### config.mk
export PLATFORM = sky130hd
export DESIGN_NAME = rx_intr_buffer
export DESIGN_NICKNAME = d
export VERILOG_FILES = /design/src/rtl/rxb_pkg.sv /design/src/rtl/rxb_fifo.sv /design/src/rtl/rxb_idle_timer.sv /design/src/rtl/rxb_irq_encode.sv /design/src/rtl/rx_intr_buffer.sv
export SDC_FILE = /design/constraint.sdc
export NUM_CORES = 1
export LEC_CHECK = 0
export BUFFER_PORTS_ARGS = -buffer_cell sky130_fd_sc_hd__buf_2
export CORE_UTILIZATION = 55
export CTS_BUF_LIST = sky130_fd_sc_hd__clkbuf_8
export CTS_CLUSTER_SIZE = 30
export DETAILED_ROUTE_END_ITERATION = 8
export PLACE_DENSITY = 0.71
export SYNTH_ARGS = -nofsm -noshare
export SYNTH_HDL_FRONTEND = slang
export SYNTH_HIERARCHICAL = 1
export SYNTH_SLANG_ARGS = --single-unit
### constraint.sdc
create_clock -name clk -period 3.1 [get_ports clk]
set_input_delay 0.31 -clock clk [delete_from_list [all_inputs] [get_ports clk]]
set_output_delay 0.31 -clock clk [all_outputs]
set_load 0.005 [all_outputs]
### src/rtl/rxb_pkg.sv
package rxb_pkg;
    localparam logic [3:0] ADDR_DATA = 4'h0;
    localparam logic [3:0] ADDR_CTRL = 4'h2;
    localparam logic [3:0] ADDR_LVL  = 4'h9;

    localparam logic [7:0] ID_TIMEOUT = 8'h0C;
    localparam logic [7:0] ID_THRESH  = 8'h04;
    localparam logic [7:0] ID_TXROOM  = 8'h02;
    localparam logic [7:0] ID_NONE    = 8'h01;

    typedef struct packed {
        logic [1:0] trig;
        logic       to_pend;
        logic       thr_pend;
    } ctl_t;

    function automatic int unsigned thresh_of(input logic [1:0] code, input int unsigned depth);
        case (code)
            2'b00:   return depth / 8;
            2'b01:   return depth / 4;
            2'b10:   return depth / 2;
            default: return depth;
        endcase
    endfunction
endpackage

### src/rtl/rxb_fifo.sv
module rxb_fifo #(
    parameter int unsigned DEPTH = 64,
    parameter int unsigned WIDTH = 8,
    localparam int unsigned PTR_W = $clog2(DEPTH),
    localparam int unsigned CNT_W = $clog2(DEPTH + 1)
) (
    input  logic             clk,
    input  logic             rst_n,
    input  logic             push,
    input  logic [WIDTH-1:0] din,
    input  logic             pop,
    input  logic             clear,
    output logic [WIDTH-1:0] head,
    output logic [CNT_W-1:0] count,
    output logic             empty,
    output logic             full
);
    typedef struct packed {
        logic [PTR_W-1:0] wr;
        logic [PTR_W-1:0] rd;
        logic [CNT_W-1:0] cnt;
    } fst_t;

    fst_t s_d, s_q;
    logic [WIDTH-1:0] mem_q [DEPTH];
    logic do_push, do_pop;

    function automatic logic [PTR_W-1:0] bump(input logic [PTR_W-1:0] p);
        return (32'(p) == DEPTH - 1) ? '0 : p + 1'b1;
    endfunction

    assign empty = (s_q.cnt == '0);
    assign full  = (32'(s_q.cnt) == DEPTH);
    assign count = s_q.cnt;
    assign head  = empty ? '0 : mem_q[s_q.rd];

    always_comb begin
        s_d     = s_q;
        do_pop  = pop && !empty && !clear;
        do_push = push && (!full || do_pop) && !clear;
        if (clear) begin
            s_d = '0;
        end else begin
            if (do_push) s_d.wr = bump(s_q.wr);
            if (do_pop)  s_d.rd = bump(s_q.rd);
            case ({do_push, do_pop})
                2'b10:   s_d.cnt = s_q.cnt + 1'b1;
                2'b01:   s_d.cnt = s_q.cnt - 1'b1;
                default: s_d.cnt = s_q.cnt;
            endcase
        end
    end

    always_ff @(posedge clk or negedge rst_n) begin
        if (!rst_n) s_q <= '0;
        else        s_q <= s_d;
    end

    always_ff @(posedge clk) begin
        if (do_push) mem_q[s_q.wr] <= din;
    end
endmodule

### src/rtl/rxb_idle_timer.sv
module rxb_idle_timer #(
    parameter int unsigned TIMEOUT = 64,
    localparam int unsigned TW = $clog2(TIMEOUT + 1)
) (
    input  logic clk,
    input  logic rst_n,
    input  logic armed,
    input  logic restart,
    output logic expire
);
    logic [TW-1:0] cnt_d, cnt_q;

    always_comb begin
        cnt_d  = cnt_q;
        expire = 1'b0;
        if (restart || !armed) begin
            cnt_d = '0;
        end else if (32'(cnt_q) < TIMEOUT) begin
            cnt_d = cnt_q + 1'b1;
            if (32'(cnt_q) == TIMEOUT - 1) expire = 1'b1;
        end
    end

    always_ff @(posedge clk or negedge rst_n) begin
        if (!rst_n) cnt_q <= '0;
        else        cnt_q <= cnt_d;
    end
endmodule

### src/rtl/rxb_irq_encode.sv
module rxb_irq_encode (
    input  logic       to_src,
    input  logic       thresh_src,
    input  logic       txroom_src,
    output logic [7:0] ident,
    output logic       any
);
    import rxb_pkg::*;

    always_comb begin
        if (to_src)          ident = ID_TIMEOUT;
        else if (thresh_src) ident = ID_THRESH;
        else if (txroom_src) ident = ID_TXROOM;
        else                 ident = ID_NONE;
        any = to_src || thresh_src || txroom_src;
    end
endmodule

### src/rtl/rx_intr_buffer.sv
module rx_intr_buffer #(
    parameter int unsigned DEPTH   = 64,
    parameter int unsigned TIMEOUT = 64,
    localparam int unsigned CNT_W  = $clog2(DEPTH + 1)
) (
    input  logic       clk,
    input  logic       rst_n,
    input  logic       rx_valid,
    input  logic [7:0] rx_data,
    input  logic       tx_room_evt,
    input  logic       reg_rd,
    input  logic       reg_wr,
    input  logic [3:0] reg_addr,
    input  logic [7:0] reg_wdata,
    output logic [7:0] reg_rdata,
    output logic       irq_n
);
    import rxb_pkg::*;

    ctl_t c_d, c_q;

    logic             data_rd, ident_rd, ctrl_wr, clr;
    logic [7:0]       head;
    logic [CNT_W-1:0] fifo_count;
    logic             f_empty, f_full, accept, popping;
    logic             expire, thresh_src, any_src;
    logic [7:0]       ident;
    logic             unused_wbits;

    assign unused_wbits = ^{reg_wdata[5:2], reg_wdata[0]};

    assign data_rd  = reg_rd && (reg_addr == ADDR_DATA);
    assign ident_rd = reg_rd && (reg_addr == ADDR_CTRL);
    assign ctrl_wr  = reg_wr && (reg_addr == ADDR_CTRL);
    assign clr      = ctrl_wr && reg_wdata[1];
    assign popping  = data_rd && !f_empty && !clr;
    assign accept   = rx_valid && (!f_full || popping) && !clr;

    rxb_fifo #(.DEPTH(DEPTH), .WIDTH(8)) u_fifo (
        .clk   (clk),
        .rst_n (rst_n),
        .push  (rx_valid),
        .din   (rx_data),
        .pop   (data_rd),
        .clear (clr),
        .head  (head),
        .count (fifo_count),
        .empty (f_empty),
        .full  (f_full)
    );

    rxb_idle_timer #(.TIMEOUT(TIMEOUT)) u_timer (
        .clk     (clk),
        .rst_n   (rst_n),
        .armed   (!f_empty),
        .restart (accept || popping || clr),
        .expire  (expire)
    );

    assign thresh_src = 32'(fifo_count) >= thresh_of(c_q.trig, DEPTH);

    rxb_irq_encode u_enc (
        .to_src     (c_q.to_pend),
        .thresh_src (thresh_src),
        .txroom_src (c_q.thr_pend),
        .ident      (ident),
        .any        (any_src)
    );

    always_comb begin
        c_d = c_q;
        if (ctrl_wr) c_d.trig = reg_wdata[7:6];
        if (ident_rd) begin
            c_d.to_pend  = 1'b0;
            c_d.thr_pend = 1'b0;
        end
        if (expire)      c_d.to_pend  = 1'b1;
        if (clr)         c_d.to_pend  = 1'b0;
        if (tx_room_evt) c_d.thr_pend = 1'b1;
    end

    always_ff @(posedge clk or negedge rst_n) begin
        if (!rst_n) c_q <= '{trig: 2'b11, to_pend: 1'b0, thr_pend: 1'b0};
        else        c_q <= c_d;
    end

    always_comb begin
        reg_rdata = 8'h00;
        if (reg_rd) begin
            case (reg_addr)
                ADDR_DATA: reg_rdata = head;
                ADDR_CTRL: reg_rdata = ident;
                ADDR_LVL:  reg_rdata = 8'(fifo_count);
                default:   reg_rdata = 8'h00;
            endcase
        end
    end

    assign irq_n = !any_src;
endmodule

Yosys cells after proc, flatten, opt, wreduce, memory -nomap -nowiden:

Memory sizes are Yosys's and may differ from the RTL's.
Index checks and enable logic that the tools add are counted.

* flip-flop bits (word level): 30
* RAM bits: 512
* input bits: 26
* output and inout bits: 9
* memories: 1

* add/subtract/negate cells: 5
* magnitude comparators: 2
* equal/unequal tests: 10
* mux-type cells: 24
* reductions and logical operators: 27

Memory list
* u_fifo.mem_q: words 64, bits a word 8, read ports 1, clocked after memory_dff 0, write ports 1, RTL line rxb_fifo.sv:25 `logic [WIDTH-1:0] mem_q [DEPTH];`

Operators with widths (number)
* greater-or-equal comparator 7 x 32 -> 1 bit: 1
* two-way mux 8 bit: 4
* two-way mux 6 bit: 4
* case mux 8 bit (3 select lines): 1
* case mux 7 bit (3 select lines): 1
* two-way mux 19 bit: 1
* adder 7 x 1 -> 7 bit, second input constant: 2
* two-way mux 7 bit: 2
* case mux 7 bit (2 select lines): 1
* adder 6 x 1 -> 6 bit, second input constant: 2
* == test 6 bit, second input constant: 2
* logical AND 1 bit: 8
* two-way mux 1 bit: 8
* nonzero test 2 bit: 4
* == test 7 x 6 -> 1 bit, second input constant: 1
* == test 7 bit, second input constant: 1
* zero test 7 bit: 1
* < comparator 7 bit, second input constant: 1
* subtractor 7 x 1 -> 7 bit, second input constant: 1
* logical OR 1 bit: 6
* nonzero test 3 bit: 2
* == test 2 x 1 -> 1 bit, second input constant: 2
* == test 2 bit, second input constant: 2
* == test 4 x 2 -> 1 bit, second input constant: 1
* other kinds (5): 9

Longest topological paths before layout:

Gate-level depths: netlist of run 1.

* depth in word-level cells: 14
* mapped depth: 11

Modules after synthesis:

Netlist of run 1, hierarchy kept.

By module, submodules not included
* rxb_fifo: instances 1, cells each 1067, area each 21576.9 um^2, sequential area each 15850.2 um^2
* rx_intr_buffer: instances 1, cells each 61, area each 514.2 um^2, sequential area each 102.6 um^2
* rxb_idle_timer: instances 1, cells each 33, area each 359.1 um^2, sequential area each 175.2 um^2
* rxb_irq_encode: instances 1, cells each 10, area each 66.3 um^2, sequential area each 0.0 um^2

Least setup slack after synthesis of run 1:

No wires, ideal clock.

* kind: input-to-reg
* start point: input port reg_addr[1]
* end point: register u_fifo.s_q (netlist bit u_fifo/count[2])
* setup time: 128 ps
* data arrival time: 2608 ps
* data required time: 2972 ps
* path slack: 365 ps
* cell stages on the path: 9
* path buffers: 0
* cell sequence: nor4_4 > and2_1 > nor3b_2 > o31ai_4 > xnor2_1 > ha_1 > or3_1 > a22oi_1 > mux2_1

* elaborated cells between the ends (all ways): 16

RTL lines
* from (decl): RTL line rx_intr_buffer.sv:13 `input logic [3:0] reg_addr,`
* zero test 4 bit *: RTL line rx_intr_buffer.sv:32 `assign data_rd = reg_rd && (reg_addr == ADDR_DATA);`
* logical AND 1 bit *: RTL line rx_intr_buffer.sv:32
* via data_rd: RTL line rx_intr_buffer.sv:22 `logic data_rd, ident_rd, ctrl_wr, clr;`
* logical AND 1 bit * (2 in a row): RTL line rxb_fifo.sv:39 `do_pop = pop && !empty && !clear;`
* logical OR 1 bit: RTL line rxb_fifo.sv:40 `do_push = push && (!full || do_pop) && !clear;`
* logical AND 1 bit (2 in a row): RTL line rxb_fifo.sv:40
* == test 2 x 1 -> 1 bit or == test 2 bit (tied branches): RTL line rxb_fifo.sv:46 `case ({do_push, do_pop})`
* case mux 7 bit (2 select lines): RTL line rxb_fifo.sv:46
* two-way mux 19 bit: RTL line rxb_fifo.sv:41 `if (clear) begin`
* to (signal assigned): RTL line rxb_fifo.sv:55 `if (!rst_n) s_q <= '0;`
* to (signal assigned): RTL line rxb_fifo.sv:56 `else s_q <= s_d;`
* to (decl): RTL line rxb_fifo.sv:24 `fst_t s_d, s_q;`

The timed path passes the listed nets; every way through them passes the cells marked *.
A chain may end at the register's enable or synchronous reset.

Worst setup path after layout of run 1:

* start point: register u_fifo/s_q[7] (netlist name)
* end point: output port reg_rdata[5]

* longest elaborated chain between the ends: 4

RTL lines
* memory read (64 x 8 bit)
* two-way mux 8 bit: RTL line rxb_fifo.sv:35 `assign head = empty ? '0 : mem_q[s_q.rd];`
* via head[5]: RTL line rx_intr_buffer.sv:23 `logic [7:0] head;`
* case mux 8 bit (3 select lines): RTL line rx_intr_buffer.sv:90 `case (reg_addr)`
* two-way mux 8 bit: RTL line rx_intr_buffer.sv:89 `if (reg_rd) begin`
* to (decl): RTL line rx_intr_buffer.sv:15 `output logic [7:0] reg_rdata,`

The timed path passes the listed nets, and every way through them passes these cells.

==> flow_summary.json, run 1 <==
{
  "critPathBufInv": 3,
  "die_h_um": 204,
  "worstHoldPathType": "in -> reg",
  "slew_viol_final": 0,
  "crit_path_end_kind": "output port",
  "antenna_found_initial": 0,
  "cts_buffers": 86,
  "dr.pass1.iters": 7,
  "critPathKind": "reg -> out",
  "pre_cts_ws_ns": 0.0488,
  "groute.usage.overall_pct": 23.1,
  "cp_data_required_time_ns": 2.79,
  "area_delta_synth_final_pct": 14.8,
  "critical_path.most_common_cell": "mux4_2",
  "synthesis.area_um2": 22500,
  "fillCellCount": 2687,
  "cp_slowest_stage_delay_ns": 0.53,
  "n_antenna_cell": 0,
  "clockBufferDepth": 3,
  "clk_latency_ns": 0.66,
  "cts.sinks": 542,
  "crit_fanout": 5,
  "synth_cell_type_count": 69,
  "routed_wl_mm": 47.0,
  "violations": "negative setup slack",
  "cts.clk_slew.worst_paths_ns": 0.06,
  "synth_top_area_share_pct": 68.3,
  "cp_top_family": "multiplexers",
  "critical_path_cell_count": 9,
  "post-route-min-period_ns": 3.59,
  "place_hpwl_mm": 28.4,
  "critPathArrivalTime_ns": 3.28,
  "coreArea_um2": 40100,
  "final.period_utilization_pct": 116,
  "ir_worst_vdd_v": 0.000445,
  "grt_pass1_vias": 11870,
  "status": "finished with violations",
  "ant_nets": 0,
  "rsz0062_at_grt": "yes",
  "drive_gt1_share_pct": 30.6,
  "p_per_area_nw_per_um2": 722,
  "total_power_mw": 18.7,
  "grt_max_degree": 65,
  "num_io_pins": 35,
  "synth_edf_count": 512,
  "wl_per_cell_um": 24.5,
  "avgSynthCellArea_um2": 19.2,
  "synthCells": 1171,
  "hold_depth": 3,
  "cts-htree-levels": 3,
  "yosysWarnings": 6,
  "fin_skew_ns": 0.0375,
  "synth_top_area_cell": "edfxtp_1",
  "leakagePower_nw": 8.48,
  "dieArea_um2": 41800,
  "cts_tree": "built",
  "async_reset_ff_share_pct": 5.54,
  "grt_pass1_wl_mm": 70.8,
  "crit_chain": "buf_12 -> buf_16 -> mux4_2 -> mux4_2 -> nand2_1 -> a31oi_1 -> a222oi_1 -> nor2_1 -> buf_2",
  "routed_via_density": 6.12,
  "grt-ovfl-total": 0,
  "setup_viol": 8,
  "fmax_mhz": 279,
  "drcViolationCount": 0,
  "hold_violations": 0,
  "worstMarginPinSlew_ns": 1.20,
  "num_vias": 11706,
  "maxCapViolations": 0,
  "post-synth-top-count-cell": "edfxtp_1",
  "r2r_cells": 6,
  "crit_slowest_cell": "mux4_2",
  "gp_congestion": 0.895,
  "tns_ns": -3.54,
  "synthTopCellsByArea": "edfxtp_1 68%, mux4_2 10%, mux4_1 3.4%",
  "port_buffers": 29,
  "setup_slack_ns": -0.487,
  "ctsRootBufferMaster": "clkbuf_8",
  "synth_common_cells": "512 x edfxtp_1, 105 x nor2_1, 100 x mux4_2",
  "first_iter_violations": 1104,
  "synth.yosys.seq_area_share_pct": 71.6,
  "ys_seq_elements": 542,
  "num_rows": 73,
  "maxSlewHeadroom_pct": 20.1,
  "ys.flop_type": "edfxtp_1",
  "cp-start-kind": "flip-flop",
  "initial_core_util_pct": 56.2,
  "nets": 1353,
  "die_x_um": 204
}
state kept, by name, indices dropped and copies added (netlist names):
signal / flops
u_fifo/mem_q: 512
u_fifo/s_q: 12
u_fifo/count: 7
u_timer/cnt_q: 7
c_q: 4
repair_timing:
| action | 4_1_cts | 5_1_grt |
|---|---|---|
| hold buffers | 4 | 0 |
| pin swaps | 18 | 19 |
| setup endpoints to repair | 8 | 8 |
| setup buffers | 16 | 4 |
| gates cloned | 4 | 4 |
| gates resized for setup | 59 | 40 |
| endpoints found under the hold margin | 31 | 0 |
placed cells by master, fill, tap and decap left out, types with 5 or more instances in the layout:
master     Yosys  routed
mux4_2       100     120
a22oi_1       25      20
buf_6         10       7
nand2_1       39      30
edfxtp_1     512     512
mux4_1        29       9
buf_12         9      13
a31oi_1       11       6
bufinv_16      0       6
nand2_2        0       9
nor2b_1        7       7
a31oi_2        0       5
nor3_1         7       7
nand2b_1       8       8
clkinv_2       0      13
or3_1          8       7
mux2i_4        0      12
clkinv_1       0      18
buf_2         16      29
nor2_1       105     105
mux2i_2        0       8
dfrtp_1       28      25
o21ai_0       15      15
buf_16         0       8
inv_1         10      34
nand3_1       18      18
clkbuf_8       0      90
a222oi_1       7       7
mux2i_1       65      45
xor2_1         6       6
buf_4         18      64
ha_1           9       9
o22a_1         7       7
a22oi_2        0       5
a21oi_1       11      11
kinds of logic (layout without fill, tap and decap cells):
| family | count (synthesis) | after routing | synth area share [%] |
|---|---|---|---|
| XOR/XNOR | 9 | 9 | 0.350 |
| other | 1 | 4 | 0.0167 |
| AND/OR/NAND/NOR | 230 | 230 | 5.02 |
| buffers and inverters | 84 | 298 | 2.82 |
| flip-flops | 542 | 542 | 71.6 |
| multiplexers | 199 | 199 | 16.5 |
| AO/OA/AOI/OAI | 97 | 97 | 3.13 |
| adder cells (fa/ha/maj) | 9 | 9 | 0.500 |
final cells by class:
type	instances	area [um^2]	area share [%]
well taps	525	657	2.54
repair buffers	130	1340	5.19
multi-input cells	548	5960	23.1
flip-flops and latches	542	16100	62.5
clock inverters	68	464	1.80
clock buffers	90	1240	4.79
inverters	10	37.5	0.145
tightest hold or removal path, cell delays in order:
cell,delay [ns]
buf_2,0.10
nand3_1,0.11
mux2_1,0.15
path summary, 6_finish.rpt:
path	from	endpoint	slack [ns]
max in group asynchronous	rst_n	u_fifo/s_q[8]$_DFFE_PN0P_	2.27
min in group asynchronous	rst_n	u_fifo/s_q[13]$_DFFE_PN0P_	0.26
min	reg_wr	c_q[3]$_DFFE_PN1N_	0.08
max reg2reg	u_fifo/count[2]$_DFFE_PN0P_	u_fifo/mem_q[3][4]$_DFFE_PP_	0.22
max	u_fifo/s_q[7]$_DFFE_PN0P_	reg_rdata[5]	-0.49
min reg2reg	c_q[0]$_DFFE_PN0P_	c_q[0]$_DFFE_PN0P_	0.51
through the flow:
stage | hold WS [ns] | std cells | instance area, um^2 | utilization (%)
final | 0.0814 | 1913 | 25800 | 64.4
after global routing | 0.0730 | 1913 | 25800 | 64.4
after CTS | 0.0443 | 1905 | 25600 | 63.8
after detailed placement | 0.413 | 1723 | 23400 | 58.4
after global placement | 0.398 | 1723 | 23400 | 58.4
after floorplan | 0.0144 | 1174 | 22500 | -
power by group:
group / internal [mW] / switching, mW
Combinational: 2.11 / 2.01
Clock: 3.22 / 2.74
Sequential: 8.31 / 0.273
metal layers:
| layer | GRT usage, % | part of all wire, % | vias up |
|---|---|---|---|
| met4 | 8.34 | 2.8 | 0 |
| met3 | 4.80 | 6.9 | 82 |
| met1 | 33.2 | 43 | 6090 |
| li1 | - | - | 5071 |
| met5 | 0 | 0 | - |
| met2 | 35.5 | 48 | 463 |
(Power assumes the default switching activity.)
==> run 2: changes to the inputs <==
- TNS_END_PERCENT: unset -> 30
==> run 2 against run 1 <==
The flow still finishes with violations (negative setup slack). First-iteration DRC count rose by 7.2%. Flip-flop and latch count did not move. Die area did not move. Sequential power barely moved. Core utilization fell by 0.13 points. Count of clock-buffer cells in the layout did not move. Wire length fell by 0.16%. Sequential share of layout area rose by 0.13 points. Cell area fell by 0.20%. Global-route usage barely moved. Via count fell by 0.25%. Fmax fell by 0.59%. Largest power group unchanged.
==> flow_summary.json, run 2 (synthesis gave the netlist of run 1 again) <==
{
  "status": "finished with violations",
  "violations": "negative setup slack",
  "tns_ns": -3.68,
  "multi_input_area_um2": 5960,
  "hold_violations": 0,
  "fillCellCount": 2688,
  "gp_congestion": 0.895,
  "groute.usage.overall_pct": 23.1,
  "crit_fanout": 5,
  "final_common_cell": "edfxtp_1",
  "dpl_cell_area_um2": 23400,
  "routed_via_density": 6.11,
  "setup_viol": 8,
  "crit_slowest_cell": "mux4_1",
  "regArea_um2": 16100,
  "grt-ovfl-total": 0,
  "num_rows": 73,
  "hold_depth": 3,
  "wl_per_cell_um": 24.5,
  "first_iter_violations": 1184,
  "regMostFlops": "u_fifo/mem_q",
  "cts_tree": "built",
  "num_io_pins": 35,
  "critical_path.most_common_cell": "buf_12",
  "ant_nets": 0,
  "rsz0062_at_grt": "yes",
  "num_vias": 11677,
  "final.period_utilization_pct": 116,
  "ctsRootBufferMaster": "clkbuf_8",
  "cp-start-kind": "flip-flop",
  "layout_common_cells": "512 x edfxtp_1, 117 x mux4_2, 105 x nor2_1, 90 x clkbuf_8, 66 x buf_4",
  "dieArea_um2": 41800,
  "nets": 1351,
  "r2r_cells": 6,
  "leakagePower_nw": 8.48,
  "setup_slack_ns": -0.508,
  "critPathKind": "reg -> out",
  "routed_wl_mm": 46.9,
  "crit_chain": "buf_12 -> buf_12 -> mux4_1 -> mux2i_2 -> mux4_2 -> or3_1 -> o21ai_2 -> a222oi_1 -> nor2_1 -> buf_2",
  "cp_slowest_stage_delay_ns": 0.56,
  "clk_latency_ns": 0.66,
  "grt_max_degree": 65,
  "worstSetupStartpoint": "u_fifo/s_q[7]$_DFFE_PN0P_",
  "n_antenna_cell": 0,
  "post-route-min-period_ns": 3.61,
  "drive_gt1_share_pct": 30.2,
  "cts-htree-levels": 3,
  "grt_pass1_vias": 11854,
  "die_x_um": 204,
  "worstHoldPathType": "in -> reg",
  "maxSlewHeadroom_pct": 19.4,
  "critPathArrivalTime_ns": 3.30,
  "cp_data_required_time_ns": 2.79,
  "die_h_um": 204,
  "p_per_area_nw_per_um2": 721,
  "port_buffers": 29,
  "largest_register_ffs": 512,
  "place_hpwl_mm": 28.4,
  "drcViolationCount": 0,
  "antenna_found_initial": 0,
  "fin_skew_ns": 0.0346,
  "r2r_start": "u_fifo/count[2]$_DFFE_PN0P_",
  "dr.pass1.iters": 6,
  "worstMarginPinSlew_ns": 1.21,
  "cts.sinks": 542,
  "cts_buffers": 86,
  "cts.clk_slew.worst_paths_ns": 0.06,
  "ir_worst_vdd_v": 0.000445,
  "area_delta_synth_final_pct": 14.5,
  "grt_pass1_wl_mm": 70.7,
  "min-delay-start": "reg_wr",
  "finalInstanceArea_um2": 25800,
  "clockBufferDepth": 3,
  "rrSetupSlack_ns": 0.20,
  "maxCapViolations": 0,
  "slew_viol_final": 0,
  "initial_core_util_pct": 56.2,
  "reg_top3": "u_fifo/mem_q: 512 flops, u_fifo/s_q: 12 flops",
  "fmax_mhz": 277,
  "crit_path_end_kind": "output port",
  "coreArea_um2": 40100
}
run 2: stage by stage:
stage / util (%) / hold WS (ns) / instances / worst slack, ns / total power [mW]
after floorplan: - / 0.0144 / 1174 / 0.365 / 11.1
after global placement: 58.4 / 0.398 / 1723 / 0.0950 / 12.0
after CTS: 63.7 / 0.0443 / 1905 / -0.490 / 18.5
after global routing: 64.3 / 0.0730 / 1911 / -0.601 / 19.3
after detailed placement: 58.4 / 0.413 / 1723 / 0.0488 / 12.1
final: 64.3 / 0.0738 / 1911 / -0.508 / 18.6
run 2: final cells by class:
type / count / share of cell area [%]
Clock buffer: 90 / 4.80
Clock inverter: 68 / 1.80
Inverter: 10 / 0.146
Multi-Input combinational cell: 548 / 23.1
Sequential cell: 542 / 62.6
Tap cell: 525 / 2.55
Timing Repair Buffer: 128 / 5.01
run 2: final timing paths:
check / to
min in group asynchronous: u_timer/cnt_q[4]$_DFFE_PN0P_
max reg2reg: u_fifo/mem_q[3][4]$_DFFE_PP_
min: c_q[3]$_DFFE_PN1N_
max in group asynchronous: u_fifo/s_q[8]$_DFFE_PN0P_
max: reg_rdata[6]
min reg2reg: c_q[0]$_DFFE_PN0P_
run 2: timing repair:
item                                    4_1_cts  5_1_grt
resized for setup                            50       40
hold buffers                                  4        0
setup buffers                                16        3
hold endpoints to repair                     31        0
pin swaps                                    18       22
cloned                                        4        3
endpoints found under the setup margin        8        8
run 2: routing by layer:
metal	up-vias	wire (um)	track usage (%)	part of all wire, %
li1	5067	-	-	-
met5	-	0	0	0
met1	6068	20300	33.1	43
met2	462	22400	35.5	48
met4	0	1180	8.34	2.5
met3	80	3040	4.86	6.5
run 2: report_power, final:
part           switching (mW)  total [mW]  leakage, nW  internal [mW]
registers               0.273        8.58         4.98           8.31
logic                    1.99        4.05         2.53           2.06
clock network            2.73        5.96        0.963           3.22
total                    5.00        18.6         8.48           13.6
run 2: critical path, delay by kind of cell (launching register included):
family / cells / cell delay [ns]
buffers and inverters: 3 / 0.41
multiplexers: 3 / 1.05
AND/OR/NAND/NOR: 2 / 0.22
AO/OA/AOI/OAI: 2 / 0.49
flip-flops: 1 / 0.47
